[config.mk]
export PLATFORM = sky130hd
export DESIGN_NAME = spi_txq_ctrl
export DESIGN_NICKNAME = d
export VERILOG_FILES = /design/src/rtl/spi_txq_pkg.sv /design/src/rtl/spi_txq_store.sv /design/src/rtl/spi_txq_flags.sv /design/src/rtl/spi_txq_ctrl.sv
export SDC_FILE = /design/constraint.sdc
export NUM_CORES = 1
export LEC_CHECK = 0
export CAP_MARGIN = 25
export CORE_MARGIN = 2
export CORE_UTILIZATION = 54
export DETAILED_ROUTE_END_ITERATION = 8
export PLACE_DENSITY = 0.79
export SLEW_MARGIN = 20
export SYNTH_ARGS = -nofsm -noshare
export SYNTH_HDL_FRONTEND = slang
export SYNTH_SLANG_ARGS = --single-unit
[constraint.sdc]
create_clock -name clk -period 2.7 [get_ports clk]
set_clock_uncertainty 0.05 [all_clocks]
set_input_delay 0.27 -clock clk [delete_from_list [all_inputs] [get_ports clk]]
set_output_delay 0.27 -clock clk [all_outputs]
set_load 0.01 [all_outputs]
[src/rtl/spi_txq_pkg.sv]
package spi_txq_pkg;
    typedef struct packed {
        logic done;
        logic uflow;
    } txq_flags_t;
endpackage

[src/rtl/spi_txq_store.sv]
module spi_txq_store #(
    parameter int DEPTH = 4,
    parameter int DW    = 16
) (
    input  logic          clk,
    input  logic          rst_n,
    input  logic          wr_en,
    input  logic [DW-1:0] wr_data,
    input  logic          rd_en,
    input  logic          clr,
    output logic [DW-1:0] head
);
    localparam int PW = (DEPTH > 1) ? $clog2(DEPTH) : 1;

    typedef struct packed {
        logic [PW-1:0] wr;
        logic [PW-1:0] rd;
    } ptr_t;

    ptr_t ptr_d, ptr_q;
    logic [DW-1:0] mem_q [DEPTH];

    function automatic logic [PW-1:0] advance(input logic [PW-1:0] p);
        if (p == PW'(DEPTH - 1)) return '0;
        return p + 1'b1;
    endfunction

    always_comb begin
        ptr_d = ptr_q;
        if (clr) begin
            ptr_d = '0;
        end else begin
            if (wr_en) ptr_d.wr = advance(ptr_q.wr);
            if (rd_en) ptr_d.rd = advance(ptr_q.rd);
        end
    end

    always_ff @(posedge clk or negedge rst_n) begin
        if (!rst_n) ptr_q <= '0;
        else        ptr_q <= ptr_d;
    end

    always_ff @(posedge clk) begin
        if (wr_en && !clr) mem_q[ptr_q.wr] <= wr_data;
    end

    assign head = mem_q[ptr_q.rd];
endmodule

[src/rtl/spi_txq_flags.sv]
module spi_txq_flags
    import spi_txq_pkg::*;
(
    input  logic       clk,
    input  logic       rst_n,
    input  logic       set_done,
    input  logic       set_uflow,
    input  logic       clr_done,
    input  logic       clr_uflow,
    output txq_flags_t flags
);
    txq_flags_t flg_d, flg_q;

    always_comb begin
        flg_d = flg_q;
        if (clr_done)  flg_d.done  = 1'b0;
        if (clr_uflow) flg_d.uflow = 1'b0;
        if (set_done)  flg_d.done  = 1'b1;
        if (set_uflow) flg_d.uflow = 1'b1;
    end

    always_ff @(posedge clk or negedge rst_n) begin
        if (!rst_n) flg_q <= '0;
        else        flg_q <= flg_d;
    end

    assign flags = flg_q;

    assert_done_set_R6: assert property (@(posedge clk) disable iff (!rst_n)
        set_done |=> flags.done);
    assert_set_wins_R7: assert property (@(posedge clk) disable iff (!rst_n)
        (clr_uflow && !set_uflow) |=> !flags.uflow);
    assert_uflow_set_R9: assert property (@(posedge clk) disable iff (!rst_n)
        set_uflow |=> flags.uflow);
endmodule

[src/rtl/spi_txq_ctrl.sv]
module spi_txq_ctrl
    import spi_txq_pkg::*;
#(
    parameter int DEPTH = 4,
    parameter int DW    = 16,
    localparam int CNT_W = $clog2(DEPTH + 1)
) (
    input  logic             clk,
    input  logic             rst_n,
    input  logic             push_valid,
    input  logic [DW-1:0]    push_data,
    input  logic             flush,
    input  logic             slave_mode,
    input  logic             frame_start,
    input  logic             frame_done,
    input  logic             clr_done_flag,
    input  logic             clr_uflow_flag,
    output logic [DW-1:0]    shift_word,
    output logic [CNT_W-1:0] level,
    output logic             done_flag,
    output logic             uflow_flag
);
    typedef struct packed {
        logic [CNT_W-1:0] cnt;
        logic [DW-1:0]    shw;
    } core_t;

    core_t core_d, core_q;
    logic [DW-1:0] head;
    logic empty, full, pop, push_ok;
    txq_flags_t flags;

    assign empty   = (core_q.cnt == '0);
    assign full    = (core_q.cnt == CNT_W'(DEPTH));
    assign pop     = frame_start && !empty && !flush;
    assign push_ok = push_valid && !full && !flush;

    always_comb begin
        core_d = core_q;
        if (flush) begin
            core_d.cnt = '0;
        end else begin
            core_d.cnt = core_q.cnt + CNT_W'(push_ok) - CNT_W'(pop);
        end
        if (pop) core_d.shw = head;
    end

    always_ff @(posedge clk or negedge rst_n) begin
        if (!rst_n) core_q <= '0;
        else        core_q <= core_d;
    end

    spi_txq_store #(.DEPTH(DEPTH), .DW(DW)) u_store (
        .clk    (clk),
        .rst_n  (rst_n),
        .wr_en  (push_ok),
        .wr_data(push_data),
        .rd_en  (pop),
        .clr    (flush),
        .head   (head)
    );

    spi_txq_flags u_flags (
        .clk      (clk),
        .rst_n    (rst_n),
        .set_done (frame_done),
        .set_uflow(frame_start && slave_mode && empty),
        .clr_done (clr_done_flag),
        .clr_uflow(clr_uflow_flag),
        .flags    (flags)
    );

    assign shift_word = core_q.shw;
    assign level      = core_q.cnt;
    assign done_flag  = flags.done;
    assign uflow_flag = flags.uflow;

    assert_level_bound_R2: assert property (@(posedge clk) disable iff (!rst_n)
        core_q.cnt <= CNT_W'(DEPTH));
    assert_full_hold_R3: assert property (@(posedge clk) disable iff (!rst_n)
        (push_valid && full && !frame_start && !flush) |=> (level == CNT_W'(DEPTH)));
    assert_load_head_R4: assert property (@(posedge clk) disable iff (!rst_n)
        (frame_start && !empty && !flush) |=> (shift_word == $past(head)));
    assert_push_pop_R5: assert property (@(posedge clk) disable iff (!rst_n)
        (push_valid && frame_start && !empty && !full && !flush) |=> $stable(level));
    assert_flush_empty_R8: assert property (@(posedge clk) disable iff (!rst_n)
        flush |=> (level == '0));
    assert_empty_start_R10: assert property (@(posedge clk) disable iff (!rst_n)
        (frame_start && empty && !push_valid && !flush) |=> ($stable(shift_word) && level == '0));
endmodule

After elaboration in Yosys (flattened, before gate mapping)

Memory sizes are Yosys's and may differ from the RTL's. A register that Yosys moved wholly into a read port is not among the register bits.
Cells that the tools add are included.

Reduce and logical (&&, ||, !) cells: 16
$add $sub $neg: 4
Equal/unequal tests: 3
Muxes and demuxes: 20

Operators with widths:

| cell                                                          | number |
|---|---|
| 1-bit two-way mux                                             | 12 |
| 2-bit two-way mux                                             | 6 |
| 2-bit nonzero test                                            | 4 |
| 1-bit logical AND                                             | 7 |
| 2-bit by 1-bit adder with 2-bit output, second input constant | 2 |
| 2-bit equality test, second input constant                    | 2 |
| 1-bit logical NOT                                             | 4 |
| 4-bit two-way mux                                             | 1 |
| 3-bit by 1-bit adder with 3-bit output                        | 1 |
| 3-bit equality test, second input constant                    | 1 |
| 3-bit logical NOT                                             | 1 |
| 3-bit two-way mux                                             | 1 |
| 3-bit by 1-bit subtractor with 3-bit output                   | 1 |

Output and inout bits: 21
Memories: 1
Register bits: 9
Logic and storage cells: 49
Memory bits (writable): 64
Bits of input ports: 25

Memories:

| name          | words | width | rd ports | clocked after Yosys merged registers in | write ports | line                | source |
|---|---|---|---|---|---|---|---|
| u_store.mem_q | 4     | 16    | 1        | 1                                       | 1           | spi_txq_store.sv:21 | `logic [DW-1:0] mem_q [DEPTH];` |

Longest topological paths before layout

Gate-level depths: netlist (run 1).

Depth after elaboration: 9
Mapped depth: 10
Gate-level depth less buffers: 10

Cells and area by module

Synthesis (run 1) repeated with hierarchy kept, for this count alone.

Cell total of the unflattened synthesis: 168
Area, all modules: 3,535.9 um2

Modules (own cells, without submodules):

| module        | times used | area an instance (um2) | cells an instance |
|---|---|---|---|
| spi_txq_store | 1          | 2,607.5                | 108 |
| spi_txq_ctrl  | 1          | 855.8                  | 54 |
| spi_txq_flags | 1          | 72.6                   | 6 |

Worst setup path after synthesis (run 1)

No wires, ideal clock.

Path kind: register -> register
Start point: register core_q, in the netlist level[1]
End point: register core_q, in the netlist level[2]
Path slack: 371 ps
Library setup time: 123 ps
Arrival: 2,156 ps
Data required time: 2,527 ps
Stages on the path, launching flop included: 11
Buffers on the path: 1
Cell sequence: dfrtp_1 > nor3_2 > nor3b_4 > buf_6 > ha_1 > inv_1 > ha_1 > inv_1 > fa_1 > xnor2_1 > nor2_1

RTL lines:

| element                | line               | source |
|---|---|---|
| start, declared        | spi_txq_ctrl.sv:28 | `core_t core_d, core_q;` |
| start signal, assigned | spi_txq_ctrl.sv:50 | `else core_q <= core_d;` |

==> impl_metrics.csv, run 1 <==
group,metric,value,unit
floorplanning,die_h,84.8,µm
timing,hold_ws,236,ps
routing,wl_per_cell,17.7,µm
timing,rsz0062_at_grt,"false",
synthesis,async_flop_share,28.1,%
min_path,hp-class,"in2async",
clock_tree,path_clk_slew,100,ps
floorplanning,pin_count,46,
synthesis,synth_fa_ha_area_share,3.05,%
synthesis,ys_types,33,
global_route,grt_usage,17.2,%
floorplanning,core_area,6350,µm²
synthesis,yosysWarnings,0,
pwr,peakVddDrop,520,µV
synthesis,synth_ff_type,"edfxtp_1",
timing,hold_violations,0,
clock_tree,post-cts-setup-buffers,0,
layout,final_area,4330,µm²
layout,final_nets,264,
timing,clock.fmax,0.431,GHz
status,status,"finished, final reports clean",
synthesis,syn_avg_cell_area,20.6,µm²
placement,dp.cells,297,
routing,routed_wl,5.54,mm
critical_path,path_max_fanout,6,
layout,stdcell_count,313,
placement,gp_congestion,0.743,
synthesis,synth_seq_cells,89,
synthesis,synth_xor_xnor_area_share,0.496,%
layout,diodes,0,
critical_path,start_kind,"flop",
global_route,grt_pass1_vias,1807,
clock_tree,cts_buffers,9,
placement,pre_cts_ws,283,ps
synthesis,synth_top_area_share,54.4,%
synthesis,synth_top_family_by_area,"multiplexers",
critical_path,cpMostUsedCell,"inv_1",
timing,worst_slack,379,ps
critical_path,endpoint_kind,"flop",
routing,dr.pass1.iters,4,
pwr,p_leak,1.59,nW
synthesis,synth_fp_nets,204,
synthesis,netlist_top_cells_area,"edfxtp_1 54%, dfrtp_1 18%, mux4_1 6.0%, mux4_2 5.1%, mux2_4 3.4%",
critical_path,worstPathCellList,"nor3b_1, nor3_1, inv_1, ha_1, inv_1, ha_1, inv_1, fa_1, xnor2_1, nor2_1",
pwr,power_density,856,nW/µm²
synthesis,syn-cell-area,3530,µm²
timing,period_needed,2320,ps
layout,fillers,401,
timing,fin_crit_sh,86.0,%
global_route,grt_pass1_wl,9.19,mm
layout,layout-drive-gt1-share,21.6,%
synthesis,synth_common_cells,"64 x edfxtp_1, 25 x dfrtp_1",
critical_path,slowest_stage,"dfrtp_1",
floorplanning,fp.dieW,84.8,µm
critical_path,criticalPathCategory,"reg2reg",
placement,hpwl,3.72,mm
layout,multi_input_area,896,µm²
synthesis,synth_cells,171,
synthesis,synth_mux_area_share,17.3,%
global_route,grt-ovfl-total,0,
routing,vias_per_cell,5.48,
routing,routed-via-count,1716,
floorplanning,start_util,55.6,%
synthesis,ys_seq_area_share,72.2,%
timing,worst_slew_pin_slew,745,ps
timing,maxSlewHeadroom,50.3,%
placement,dpl_cell_area,4130,µm²
synthesis,synth-simple-area-share,3.26,%
layout,syn_to_final_growth,22.8,%
clock_tree,clkLatencyLatePin,350,ps
global_route,antenna_found_initial,0,
floorplanning,die-area,7200,µm²
critical_path,crit_arrival,2510,ps
synthesis,synth_compound_area_share,1.28,%
synthesis,yosys.area.top_type,"edfxtp_1",
routing,drt_iter0_drc,137,
clock_tree,cts_sinks,89,
synthesis,synth_edf_count,64,
clock_tree,cts-root-buf,"clkbuf_8",
timing,setup_violations,0,
clock_tree,cts_buffer_depth,2,
layout,layout.area.seq,2550,µm²
timing,slew_violations,0,
critical_path,cp.required,2890,ps
clock_tree,hold_buffers,0,
clock_tree,htreeDepth,3,
run,cap_violations,0,
critical_path,max_stage_delay,480,ps
routing,ant_nets,0,
placement,numPortBuffers,45,
synthesis,yosysMostFrequentCell,"edfxtp_1",
floorplanning,row_count,29,
timing,fin_setup_tns,0,ps
routing,drc,0,
global_route,grt_max_degree,26,
clock_tree,cts_resized,0,
clock_tree,tritoncts,"done",
==> area by class of cell <==
type / count / share of cell area, %
well taps: 77 / 2.22
flip-flops and latches: 89 / 58.8
clock buffers: 10 / 2.95
clock inverters: 6 / 1.67
repair buffers: 55 / 13.0
inverters: 8 / 0.693
multi-input cells: 68 / 20.7
==> power breakdown <==
group          switching [mW]  internal (mW)  leakage, nW
logic                   0.344          0.629        0.599
registers               0.155           1.67        0.889
clock network           0.472          0.440       0.0979
==> cell families (layout without fill, tap and decap cells) <==
logic type,count (synthesis),count (layout)
muxes,33,33
adders and majority gates,8,8
and+or+nand+nor,17,17
DFF,89,89
AOI/OAI and AO/OA,8,8
xor gates and xnor gates,2,2
buffers and inverters,14,79
==> through the flow <==
| stage | total power, mW | utilization (%) |
|---|---|---|
| after detailed placement | 2.84 | 65.1 |
| after CTS | 3.75 | 68.2 |
| after floorplan | 2.40 | - |
| after global placement | 2.81 | 65.1 |
| after global routing | 3.89 | 68.2 |
| final | 3.71 | 68.2 |
==> registers in the layout, summed over array words and instances (netlist names) <==
signal	count
shift_word	16
level	3
u_store.ptr_q	4
u_flags.flags	2
u_store.mem_q	64
==> worst paths after layout <==
kind,from,end,slack [ps],cells past startpoint
min in group clk,clr_done_flag,u_flags.flags[1],440,3
worst min-delay path,rst_n,shift_word[14],240,2
worst max-delay path,level[1],level[2],380,10
max in group asynchronous,rst_n,shift_word[3],2100,2
worst min register to register,u_flags.flags[1],u_flags.flags[1],440,1
worst max register to register,level[1],level[2],380,10
==> routing by layer <==
metal | vias up | share of wire, % | global-route usage [%]
met2 | 47 | 51 | 28.0
met1 | 866 | 44 | 22.5
li1 | 795 | - | -
met4 | 0 | 1.6 | 7.94
met5 | - | 0 | 0
met3 | 8 | 4.1 | 3.89
==> worst max-delay path: cells and delay by family, from the launching register on <==
kind	cells	cell delay, ps
flops	1	480
simple gates	3	620
xor+xnor	1	160
buf+inv	3	180
fa+ha+maj	3	710
==> cell usage in the layout, fill, tap and decap left out, types with 4 or more instances in the layout <==
master	n
and2_1	4
buf_4	7
clkbuf_8	9
clkdlybuf4s50_1	45
dfrtp_1	25
edfxtp_1	64
ha_1	7
inv_1	8
mux2_2	7
mux2_4	8
mux4_1	8
mux4_2	8
(Power assumes the default switching activity.)
==> inputs of run 2 (changes only) <==
Settings changed: CORE_UTILIZATION 54 to 45, PLACE_DENSITY 0.79 to 0.68.
==> run 2 against run 1 <==
Against the previous run: count of clock-buffer cells in the layout increased by 1; via count is 0.41% lower; combinational power hardly changed; worst hold slack about the same; final area increased by 0.87%; critical path type unchanged; first-iteration DRC count is 39% lower; sequential share of layout area shrank 0.50 points; sequential power is essentially flat; register-to-register slack improved by 40 ps; final cell count up 8.0%; setup slack improved by 40 ps.
==> impl_metrics.csv, run 2 (synthesized netlist as in run 1, its figures left out) <==
group,metric,value,unit
floorplanning,start_util,46.2,%
layout,diodes,0,
critical_path,cp_num_buf_inv,3,
clock_tree,path_clk_slew,90,ps
pwr,clockPowerShare,28.0,%
clock_tree,clkLatencyLatePin,340,ps
critical_path,worstPathCellList,"nor3b_1, nor3_1, inv_1, ha_1, inv_1, ha_1, inv_1, fa_1, xnor2_1, nor2_1",
routing,dr.pass1.iters,4,
global_route,grt_pass1_wl,9.01,mm
min_path,hp-class,"in2async",
routing,wl_per_cell,17.1,µm
placement,numPortBuffers,45,
critical_path,crit_arrival,2470,ps
placement,gp_congestion,0.725,
routing,routed_wl,5.79,mm
critical_path,criticalPathCategory,"reg2reg",
layout,layout_common_cells,"64 x edfxtp_1, 45 x clkdlybuf4s50_1, 25 x dfrtp_1",
run,cap_violations,0,
timing,fin_crit_sh,84.5,%
clock_tree,post-cts-setup-buffers,0,
clock_tree,htreeDepth,3,
global_route,grt_pass1_vias,1726,
global_route,grt_usage,14.6,%
routing,routed-via-count,1709,
clock_tree,hold_buffers,0,
pwr,combPwrFrac,25.0,%
routing,drc,0,
layout,layout-drive-gt1-share,21.6,%
global_route,grt-ovfl-total,0,
floorplanning,core_area,7650,µm²
pwr,p_seq_share,47.0,%
layout,final_area,4370,µm²
timing,rsz0062_at_grt,"false",
pwr,peakVddDrop,332,µV
layout,final_nets,264,
timing,slew_violations,0,
floorplanning,pin_count,46,
status,status,"finished, final reports clean",
critical_path,cp.required,2890,ps
timing,clock.fmax,0.438,GHz
critical_path,path_max_fanout,6,
pwr,p_leak,1.60,nW
floorplanning,fp.dieW,92.6,µm
critical_path,r2r_slack,420,ps
global_route,grt_max_degree,26,
layout,top_register,"u_store.mem_q",
timing,setup_violations,0,
clock_tree,cts_buffers,9,
layout,syn_to_final_growth,23.8,%
clock_tree,cts_sinks,89,
critical_path,slowest_stage,"dfrtp_1",
timing,period_needed,2280,ps
layout,largest_reg_flops,64,
pwr,power_density,889,nW/µm²
routing,vias_per_cell,5.06,
timing,fin_setup_tns,0,ps
floorplanning,die-area,8570,µm²
routing,drt_iter0_drc,83,
routing,ant_nets,0,
timing,maxSlewHeadroom,48.3,%
placement,hpwl,3.54,mm
pwr,swShare,24.5,%
critical_path,cpMostUsedCell,"inv_1",
clock_tree,cts_resized,0,
clock_tree,tritoncts,"done",
critical_path,critical-path-top-delay-family,"adder cells",
global_route,antenna_found_initial,0,
clock_tree,cts-root-buf,"clkbuf_8",
pwr,p_switching,0.952,mW
timing,worst_slew_pin_slew,776,ps
floorplanning,row_count,32,
placement,dpl_cell_area,4130,µm²
floorplanning,die_h,92.6,µm
critical_path,start_kind,"flop",
timing,hold_violations,0,
layout,final_common_cell,"edfxtp_1",
clock_tree,cts_buffer_depth,2,
pwr,internal-power,2.93,mW
critical_path,endpoint_kind,"flop",
critical_path,max_stage_delay,470,ps
run 2: path summary, 6_finish.rpt:
kind,start,end,cells past startpoint
setup / recovery,level[1],level[2],10
hold / removal,rst_n,shift_word[8],2
setup reg to reg,level[1],level[2],10
hold reg to reg,u_flags.flags[1],u_flags.flags[1],1
max in group asynchronous,rst_n,shift_word[15],2
min in group clk,u_flags.flags[1],u_flags.flags[1],1
run 2: metal layers:
metal	GRT usage, %	up-vias	part of all wire, %
met5	0	-	0
met3	2.93	8	3.2
met4	7.84	0	1.9
li1	-	787	-
met1	18.6	882	46
met2	23.7	32	49
run 2: layout make-up:
type / count / area (µm²)
Inverter: 8 / 30.0
Clock buffer: 11 / 141
Sequential cell: 89 / 2550
Fill cell: 579 / 3280
Clock inverter: 5 / 103
Timing Repair Buffer: 55 / 526
Multi-Input combinational cell: 68 / 896
Tap cell: 102 / 128
run 2: worst register-to-register path: stages (launching register included):
cell and delay (ps):
dfrtp_1 470, nor3b_1 420, nor3_1 110, inv_1 70, ha_1 220, inv_1 60
ha_1 130, inv_1 50, fa_1 370, xnor2_1 160, nor2_1 70
run 2: power groups by stage:
stage	combinational, mW	clock (mW)	sequential, mW
after floorplan	0.532	0	1.87
after global placement	0.968	0	1.86
after global routing	1.05	1.17	1.85
after CTS	0.987	1.11	1.83
final	0.972	1.09	1.83
after detailed placement	0.981	0	1.86
run 2: through the flow:
stage	power, mW	hold WS [ps]	util [%]	std cells	worst slack, ps
final	3.89	236	57.1	338	419
after CTS	3.93	241	57.1	338	423
after global routing	4.07	275	57.1	338	170
after floorplan	2.40	-75.6	-	171	371
after global placement	2.82	413	54.0	322	368
after detailed placement	2.84	437	54.0	322	317
==> inputs of run 3 (changes only) <==
Settings changed: PLACE_DENSITY 0.68 to 0.71.
Clock period 2.7 ns to 2.01 ns, I/O delays scaled along.
==> run 3 against run 2 <==
Against the previous run: maximum frequency is 14% higher; combinational power grew 65%; setup slack got worse by 410 ps; final cell count up 4.7%; critical path type unchanged.
==> impl_metrics.csv, run 3 (synthesized netlist as in run 1, its figures left out) <==
group,metric,value,unit
layout,syn_to_final_growth,28.3,%
clock_tree,cts_sinks,89,
critical_path,cp_num_buf_inv,3,
pwr,power_density,1140,nW/µm²
critical_path,cp.required,2240,ps
layout,diodes,0,
routing,ant_nets,0,
critical_path,worstPathCellList,"buf_6, nor3_4, nor3b_4, ha_4, inv_4, ha_4, inv_2, fa_2, nor2_1",
timing,hold_violations,0,
timing,clock.fmax,0.501,GHz
timing,worst_slack,13.7,ps
layout,top_register,"u_store.mem_q",
placement,hpwl,4.03,mm
critical_path,max_stage_delay,450,ps
floorplanning,row_count,32,
status,status,"finished, final reports clean",
global_route,grt-ovfl-total,0,
clock_tree,cts_buffer_depth,2,
placement,numPortBuffers,45,
floorplanning,fp.dieW,92.6,µm
routing,wl_per_cell,17.4,µm
routing,routed-via-count,1825,
clock_tree,path_clk_slew,80,ps
timing,rsz0062_at_grt,"true",
clock_tree,htreeDepth,3,
timing,fin_crit_sh,99.3,%
critical_path,critical-path-top-delay-family,"adder cells",
clock_tree,clkLatencyLatePin,350,ps
floorplanning,start_util,46.2,%
floorplanning,die-area,8570,µm²
routing,dr.pass1.iters,4,
timing,period_needed,2000,ps
floorplanning,core_area,7650,µm²
critical_path,slowest_stage,"dfrtp_2",
placement,pre_cts_ws,-296,ps
critical_path,endpoint_kind,"flop",
critical_path,cpMostUsedCell,"ha_4",
layout,final_nets,280,
routing,routed_wl,6.17,mm
clock_tree,tritoncts,"done",
global_route,antenna_found_initial,0,
routing,drc,0,
critical_path,crit_arrival,2230,ps
clock_tree,cts_buffers,9,
routing,vias_per_cell,5.16,
floorplanning,pin_count,46,
pwr,peakVddDrop,376,µV
layout,final_common_cell,"edfxtp_1",
timing,worst_slew_pin_slew,820,ps
clock_tree,hold_buffers,0,
critical_path,path_max_fanout,3,
layout,layout-drive-gt1-share,29.8,%
critical_path,criticalPathCategory,"reg2reg",
global_route,grt_max_degree,26,
floorplanning,die_h,92.6,µm
placement,gp_congestion,0.709,
critical_path,start_kind,"flop",
timing,setup_violations,0,
timing,maxSlewHeadroom,45.3,%
clock_tree,cts-root-buf,"clkbuf_8",
pwr,power,5.15,mW
routing,drt_iter0_drc,100,
layout,layout_common_cells,"64 x edfxtp_1, 45 x clkdlybuf4s50_1, 22 x dfrtp_1",
global_route,grt_pass1_vias,1885,
layout,largest_reg_flops,64,
run,cap_violations,0,
global_route,grt_usage,15.8,%
timing,slew_violations,0,
global_route,grt_pass1_wl,9.79,mm
pwr,p_leak,1.66,nW
min_path,hp-class,"in2async",
[run 3: per-layer routing]
metal / track usage, % / vias to the layer above / routed length (µm)
li1: - / 818 / -
met1: 18.7 / 951 / 2580
met2: 27.4 / 46 / 3230
met3: 3.58 / 10 / 259
met4: 7.09 / 0 / 90
met5: 0 / - / 0
[run 3: power breakdown]
part           switching, mW  internal (mW)  total (mW)
registers              0.170           2.25        2.42
clock network          0.563          0.570        1.13
logic                  0.585           1.01        1.60
total                   1.32           3.83        5.15
[run 3: path summary, 6_finish.rpt]
kind | startpoint | end | slack (ps) | depth (start not counted)
worst min register to register | u_flags.flags[1] | u_flags.flags[1] | 440 | 1
worst min-delay path | rst_n | shift_word[11] | 170 | 2
worst max-delay path | level[0] | level[1] | 10 | 9
min in group clk | frame_done | u_flags.flags[1] | 370 | 2
max in group asynchronous | rst_n | level[0] | 1460 | 2
worst max register to register | level[0] | level[1] | 10 | 9
[run 3: final cells by class]
class / count / area (µm²)
clock inverters: 4 / 45.0
clock buffers: 12 / 135
repair buffers: 71 / 691
multi-input cells: 68 / 946
flip-flops and latches: 89 / 2550
well taps: 102 / 128
fillers: 557 / 3120
inverters: 8 / 32.5
[run 3: what timing repair did]
item / 4_1_cts / 5_1_grt
buffers inserted: 2 / 5
setup endpoints to repair: 2 / 2
gates resized for setup: 3 / 3
pin swaps: 3 / 3
[run 3: metrics by stage]
step	hold slack, ps	cell area [µm²]	TNS, ps	cells	util [%]
finish	172	4530	0	354	59.2
global route	188	4530	-95.7	354	59.2
CTS	179	4480	0	349	58.6
detailed placement	441	4270	-569	331	55.8
global placement	413	4270	-370	331	55.8
floorplan	-145	3570	-327	171	-
